### config.mk
export PLATFORM = sky130hd
export DESIGN_NAME = cond_alu
export DESIGN_NICKNAME = d
export VERILOG_FILES = /design/src/rtl/cond_alu.sv
export SDC_FILE = /design/constraint.sdc
export NUM_CORES = 1
export LEC_CHECK = 0
export ABC_AREA = 1
export CAP_MARGIN = 20
export CORE_MARGIN = 2
export CORE_UTILIZATION = 42
export DETAILED_ROUTE_END_ITERATION = 10
export HOLD_SLACK_MARGIN = 0.06
export MAX_ROUTING_LAYER = met4
export PLACE_DENSITY = 0.75
export SLEW_MARGIN = 0
export SYNTH_ARGS = -nofsm -noshare
export SYNTH_HDL_FRONTEND = slang
export SYNTH_SLANG_ARGS = --single-unit
### constraint.sdc
create_clock -name clk -period 3.2 [get_ports clk]
set_clock_uncertainty 0.2 [all_clocks]
set_input_delay 0.48 -clock clk [delete_from_list [all_inputs] [get_ports clk]]
set_output_delay 0.48 -clock clk [all_outputs]
set_load 0.03 [all_outputs]
### src/rtl/cond_alu.sv
module cond_alu #(
  parameter int          XLEN      = 32,
  parameter logic [4:0]  MODE_USER = 5'h10,
  parameter logic [4:0]  MODE_SYS  = 5'h1F
) (
  input  logic            clk,
  input  logic            rst_n,
  input  logic            issue,
  input  logic [2:0]      op,
  input  logic [3:0]      cond,
  input  logic            set_flags,
  input  logic [7:0]      ifield,
  input  logic [XLEN-1:0] rn_val,
  input  logic [XLEN-1:0] op2,
  input  logic            sh_carry,
  input  logic [31:0]     saved_psr,
  input  logic            psr_wr,
  input  logic [31:0]     psr_wdata,
  output logic [3:0]      rn_idx,
  output logic            rf_we,
  output logic [3:0]      rf_waddr,
  output logic [XLEN-1:0] rf_wdata,
  output logic [31:0]     psr,
  output logic [2:0]      step
);
  localparam int MSB = XLEN - 1;
  localparam int NB = 31, ZB = 30, CB = 29, VB = 28, TB = 5;
  localparam logic [31:0] PSR_RST = {27'd0, MODE_SYS};
  localparam logic [2:0] OP_AND = 3'd0, OP_EOR = 3'd1, OP_SUB = 3'd2, OP_RSB = 3'd3,
                         OP_ADD = 3'd4, OP_ADC = 3'd5, OP_SBC = 3'd6, OP_RSC = 3'd7;

  logic [3:0] rd_idx;
  logic fn, fz, fc, fv, cond_ok, is_logic, exec, privileged, restore, ov;
  logic [XLEN-1:0] a, b, result;
  logic ci;
  logic [XLEN:0] sum;
  logic [31:0] psr_nx;


  assign rd_idx   = ifield[3:0];
  assign rn_idx   = ifield[7:4];
  assign fn = psr[NB];
  assign fz = psr[ZB];
  assign fc = psr[CB];
  assign fv = psr[VB];


  always_comb begin
    case (cond)
      4'd0:    cond_ok = fz;
      4'd1:    cond_ok = !fz;
      4'd2:    cond_ok = fc;
      4'd3:    cond_ok = !fc;
      4'd4:    cond_ok = fn;
      4'd5:    cond_ok = !fn;
      4'd6:    cond_ok = fv;
      4'd7:    cond_ok = !fv;
      4'd8:    cond_ok = fc && !fz;
      4'd9:    cond_ok = !fc || fz;
      4'd10:   cond_ok = (fn == fv);
      4'd11:   cond_ok = (fn != fv);
      4'd12:   cond_ok = !fz && (fn == fv);
      4'd13:   cond_ok = fz || (fn != fv);
      4'd14:   cond_ok = 1'b1;
      default: cond_ok = 1'b0;
    endcase
  end

  // one adder serves every arithmetic form
  always_comb begin
    a  = rn_val;
    b  = op2;
    ci = 1'b0;
    case (op)
      OP_ADC: ci = fc;
      OP_SUB: begin b = ~op2; ci = 1'b1; end
      OP_SBC: begin b = ~op2; ci = fc; end
      OP_RSB: begin a = op2; b = ~rn_val; ci = 1'b1; end
      OP_RSC: begin a = op2; b = ~rn_val; ci = fc; end
      default: ;
    endcase
  end

  assign sum      = {1'b0, a} + {1'b0, b} + {{XLEN{1'b0}}, ci};
  assign is_logic = (op == OP_AND) || (op == OP_EOR);
  assign ov       = (a[MSB] == b[MSB]) && (sum[MSB] != a[MSB]);

  always_comb begin
    case (op)
      OP_AND:  result = rn_val & op2;
      OP_EOR:  result = rn_val ^ op2;
      OP_ADD:  result = sum[MSB:0];
      default: result = sum[MSB:0];
    endcase
  end

  assign exec       = issue && cond_ok;
  assign privileged = (psr[4:0] != MODE_USER) && (psr[4:0] != MODE_SYS);
  assign restore    = exec && set_flags && (rd_idx == 4'd15) && privileged;

  assign rf_we    = exec;
  assign rf_waddr = rd_idx;
  assign rf_wdata = result;

  always_comb begin
    psr_nx = psr;
    if (psr_wr) begin
      psr_nx = psr_wdata;
    end else if (restore) begin
      psr_nx = saved_psr;
    end else if (exec && set_flags) begin
      psr_nx[NB] = result[MSB];
      psr_nx[ZB] = (result == '0);
      psr_nx[CB] = is_logic ? sh_carry : sum[XLEN];
      if (!is_logic) psr_nx[VB] = ov;
    end
  end

  always_ff @(posedge clk) begin
    if (!rst_n) psr <= PSR_RST;
    else        psr <= psr_nx;
  end


  assign step = psr[TB] ? 3'd2 : 3'd4;

  AST_FAIL_HOLDS_PSR: assert property (@(posedge clk) disable iff (!rst_n)
    (issue && !cond_ok && !psr_wr) |=> $stable(psr));
  AST_AL_WRITES: assert property (@(posedge clk) disable iff (!rst_n)
    (issue && cond == 4'd14) |-> rf_we);
  AST_NO_S_HOLDS_PSR: assert property (@(posedge clk) disable iff (!rst_n)
    (!set_flags && !psr_wr) |=> $stable(psr));
  AST_LOGIC_KEEPS_V: assert property (@(posedge clk) disable iff (!rst_n)
    (exec && set_flags && is_logic && !restore && !psr_wr) |=> (psr[VB] == $past(psr[VB])));
  AST_RESTORE_COPY: assert property (@(posedge clk) disable iff (!rst_n)
    (restore && !psr_wr) |=> (psr == $past(saved_psr)));
  AST_ZERO_FLAG: assert property (@(posedge clk) disable iff (!rst_n)
    (exec && set_flags && !restore && !psr_wr) |=> (psr[ZB] == ($past(rf_wdata) == '0)));
  AST_LOAD_WINS: assert property (@(posedge clk) disable iff (!rst_n)
    psr_wr |=> (psr == $past(psr_wdata)));
endmodule

Word-level counts from Yosys, hierarchy flattened:

Index checks and enable logic that the tools add are counted.

* equal/unequal tests: 28
* multiplexer cells: 12
* bitwise logic cells: 4
* reduce and logical (&&, ||, !) cells: 25
* add/subtract/negate cells: 2

Operators with widths (number)
* $pmux W32 S2: 2
* $mux W32: 2
* $not A32 Y32: 2
* $add A32 B32 Y33: 1
* $add A33 B1 Y33: 1
* $and A32 B32 Y32: 1
* $eq A4 B4 Y1 const B: 8
* $logic_not A32 Y1: 1
* $xor A32 B32 Y32: 1
* $mux W28: 1
* $eq A4 B3 Y1 const B: 4
* $pmux W1 S15: 1
* $ne A5 B5 Y1 const B: 2
* $eq A3 B3 Y1 const B: 3
* $eq A4 B2 Y1 const B: 2
* $logic_and A1 B1 Y1: 8
* $mux W4: 2
* $eq A3 B2 Y1 const B: 2
* $reduce_or A2 Y1: 3
* $eq A4 B1 Y1 const B: 1
* $logic_not A1 Y1: 4
* $logic_not A4 Y1: 1
* $eq A3 B1 Y1 const B: 1
* $logic_not A3 Y1: 1
* other kinds (11): 16

* logic and storage cells: 74
* bits in registers: 32
* output and inout port bits: 76

Depth between registers and ports, before layout:

* depth after elaboration: 11
* mapped depth: 27
* depth with buffers taken out: 25

Worst setup path after synthesis:

Ideal clock, no wire load.

* path type: in2reg
* start: in op[1]
* end: reg psr[30]
* setup time: 0.066 ns
* setup slack: -0.482 ns
* arrival time: 3.416 ns
* stages on the path: 26
* cells stage by stage: buf_6 > inv_1 > nor2_1 > clkbuf_1 > nand2_1 > o221ai_1 > fa_1 > inv_1 > fa_1 > nand2_2 > nand2_2 > nand3_1 > nand2_2 > nand2_1 > nand2_1 > nand2_1 > nand3b_1 > nand3_1 > nand2_1 > nor2_1 > nand2_1 > nor2_1 > nand3_1 > nand2_1 > nand2_1 > a21oi_2

* word-level cells in the longest chain between the ends: 10

Ends and longest elaborated chain
* from (decl): line 9 `input logic [2:0] op,`
* $eq A3 B3 Y1 or $eq A3 B2 Y1 (tied branches): line 74 `case (op)`
* $reduce_or A2 Y1 (no source line)
* $pmux W32 S2 or $mux W32 (tied branches): line 74
* $add A32 B32 Y33: line 84 `assign sum = {1'b0, a} + {1'b0, b} + {{XLEN{1'b0}}, ci};`
* $add A33 B1 Y33: line 84
* $pmux W32 S2 (*): line 89 `case (op)`
* via rf_wdata[20]: line 22 `output logic [XLEN-1:0] rf_wdata,`
* $logic_not A32 Y1 (*): line 113 `psr_nx[ZB] = (result == '0);`
* $mux W4 (*): line 111 `end else if (exec && set_flags) begin`
* $mux W4 (*): line 109 `end else if (restore) begin`
* $mux W32 (*): line 107 `if (psr_wr) begin`
* to (signal assigned): line 121 `else psr <= psr_nx;`
* to (decl): line 23 `output logic [31:0] psr,`

The timed path passes the listed nets; every way through them passes the cells marked *. The select of a mux whose other input is x is not followed.
A chain may end at the register's enable or synchronous reset.

Final worst setup path:

* start: in op[1]
* end: out rf_wdata[28]

* word-level cells in the longest chain between the ends: 6

Ends and longest elaborated chain (line)
* $eq A3 B3 Y1 or $eq A3 B2 Y1 (tied branches): 74
* $reduce_or A2 Y1 (no source line)
* $pmux W32 S2 or $mux W32 (tied branches): 74
* $add A32 B32 Y33: 84
* $add A33 B1 Y33: 84
* $pmux W32 S2 (*): 89
* to (decl): 22

Mark *: on every way between the ends. The rest lies on a longest branch, timed or not.

==> impl_metrics.csv <==
group,metric,value,unit
timing,finalWorstSetupSlack,-430.1,ps
finish,final_cell_mix,"nand2_1 (310), buf_4 (183), clkdlybuf4s50_1 (148)",
clock_network,cts_tree,"yes",
worst_hold_path,hp-class,"reg -> reg",
synth,synthFlopType,"dfxtp_1",
finish,largest_reg_flops,32,
synth,ys_ff_latch,32,
floorplan,fp.dieH,125.9,µm
clock_network,clock_path_buffers,2,
power_and_ir_drop,finalPower,4.241,mW
synth,synthCells,1150,
timing,fmax,275.5,MHz
finish,n_antenna_cell,0,
global_route,grt_pass1_vias,8975,
route,wl_per_cell,17.56,µm
route,vias,9561,
finish,layout_commonest_cell,"nand2_1",
global_route,grtUsageMet2,56.29,%
worst_setup_path,cp.arrival,2950,ps
timing,period_minus_slack,3630,ps
floorplan,row_count,44,
clock_network,cts_root_buf,"clkbuf_16",
route,routed_wl,30230,µm
floorplan,core_area,14530,µm²
global_route,grt_busiest_layer,"met2",
power_and_ir_drop,leakagePower,6.073,nW
global_route,grt_overflow,0,
clock_network,clkTransAtPathRegs,50,ps
place,hpwl,19270,µm
synth,synth_top_cell_area_share,26.27,%
timing,fin_tns_setup,-8365,ps
worst_setup_path,crit_path_end_kind,"primary output",
finish,nets,1751,
global_route,grt_usage,32.84,%
worst_setup_path,start_kind,"input port",
power_and_ir_drop,powerDensity,354.1,nW/µm²
timing,slew_violations,0,
worst_setup_path,cpMaxStageDelayCell,"ha_1",
clock_network,ctsHoldBuffers,0,
finish,fillerInstances,919,
synth,syn_nets,1364,
clock_network,clock_sinks,32,
synth,synth_edf_count,0,
route,drtIter0Drc,696,
synth,ys.warnings.count,0,
worst_setup_path,slowest_delay,320,ps
floorplan,fp.dieArea,15860,µm²
job,cap_violations,0,
synth,synthDistinctLibCells,44,
worst_setup_path,worst-path-buf-inv,6,
timing,hold_viol,0,
global_route,grt_util_met3,4.885,%
synth,avgSynthCellArea,5.430,µm²
finish,area.growth.synth_to_final,91.79,%
place,gp_congestion,0.9665,
route,via_per_inst,5.552,
floorplan,io_pins,225,
global_route,grt_max_degree,48,
synth,yosys.area.top_type,"nand2_1",
finish,final_cell_area,11980,µm²
floorplan,die_x,125.9,µm
route,drc,0,
finish,drive_above_1_share,35.89,%
worst_setup_path,path_max_fanout,13,
run_status,status,"finished with violations",
run_status,failed_checks,"setup timing",
finish,reg.largest.list,"psr (32)",
synth,ys_seq_area_share,10.26,%
worst_setup_path,crit_chain,"buf_12, nand2_8, clkinv_8, buf_16, buf_12, a221oi_2, ha_1, nand2_2, inv_1, nand2_1, nand2_2, a21oi_2, nor2_1, nor2_1, nand2_1, nand2_1, nand3_2, nand2_4, buf_6",
synth,synth_area_leaders,"nand2_1 (26%), ha_1 (13%), dfxtp_1 (10%)",
clock_network,cts_max_level,2,
place,place_inst,1656,
timing,setup_viol,33,
global_route,globalRouteMet1Util,38.70,%
clock_network,cts_buffers,5,
worst_setup_path,critPathRequiredTime,2520,ps
finish,top_register,"psr",
worst_setup_path,crit_type,"in -> out",
worst_setup_path,crit_top_cell,"nand2_1",
global_route,antenna_found_initial,0,
timing,post-route-period-util,113.4,%
floorplan,start_util,42.97,%
synth,synth_area,6245,µm²
clock_network,insertion_delay,280,ps
finish,final_cell_count_no_fill,1722,
place,dpl_cell_area,9702,µm²
power_and_ir_drop,vdd_drop_max,0.2982,mV
place,io_buffers,215,
route,ant_nets,0,
synth,synthArstFlopShare,0,%
global_route,grt_pass1_wl,42210,µm
route,dr.pass1.iters,5,
timing,rsz0062_at_grt,"yes",
worst_setup_path,critPathTopFamily,"simple AND/OR/NAND/NOR gates",
[layer usage]
metal  up-vias  part of all wire (%)
met1      4417                    39
li1       4491                     -
met2       480                    49
met5         -                     0
met3       173                   6.6
met4         0                   5.9
[area by class of cell]
class / count / area (µm²) / area share [%]
clock inverter: 2 / 35.03 / 0.2925
clock buffer: 6 / 128.9 / 1.076
multi-input combinational: 894 / 6225 / 51.97
inverter: 175 / 674.4 / 5.631
sequential: 32 / 640.6 / 5.349
timing repair buffer: 429 / 4043 / 33.75
tap: 184 / 230.2 / 1.922
[path summary, 6_finish.rpt]
path	start	to	slack, ps	cells past startpoint
worst max register to register	psr[29]	psr[30]	-40	22
worst min-delay path	psr[4]	psr[4]	320	2
worst max-delay path	op[1]	rf_wdata[28]	-430	19
worst min register to register	psr[4]	psr[4]	320	2
[repair_timing]
item | CTS | global route
setup buffers | 38 | 22
resized for setup | 246 | 184
pin swaps | 86 | 89
setup endpoints to repair | 36 | 36
gates cloned | 3 | 1
[worst register-to-register path, delay by kind of cell, from the launching register on]
kind,cells,cell delay (ps)
buffers and inverters,2,170
AO/OA/AOI/OAI,2,310
adder cells (fa/ha/maj),2,660
AND/OR/NAND/NOR,16,1480
flip-flops,1,340
[Yosys cell counts (9+ instances only)]
cell type and number:
a221oi_1 31, a22o_1 27, inv_1 168, dfxtp_1 32, ha_1 63, a31oi_1 26, nand2_2 10, a21oi_1 29
nor2_1 116, nand3b_1 9, o21ai_0 35, nand3_1 67, clkbuf_1 26, buf_4 10, nand2_1 437
[metrics by stage]
| stage | util (%) | worst slack (ps) | hold WS (ps) |
|---|---|---|---|
| 4_1_cts | 76.07 | -227.9 | 320.1 |
| 6_report | 82.40 | -430.1 | 318.6 |
| 3_5_place_dp | 66.75 | -1120 | 314.3 |
| 5_1_grt | 82.40 | -478.5 | 347.7 |
| 3_3_place_gp | 66.75 | -1098 | 300.5 |
| 2_1_floorplan | - | -33.00 | 418.3 |
[cells by family after synthesis]
logic type	share of synthesized area (%)
compound gates	18.21
simple gates	43.32
fa+ha+maj	13.26
flops	10.26
buf+inv	14.73
mux	0.1603
other cells	0.06005
[where the power goes]
group          switching (mW)  internal (mW)
Combinational            1.77           1.48
Sequential             0.0222          0.430
Clock                   0.173          0.366
Note: power is estimated with default switching activity, not from simulation.
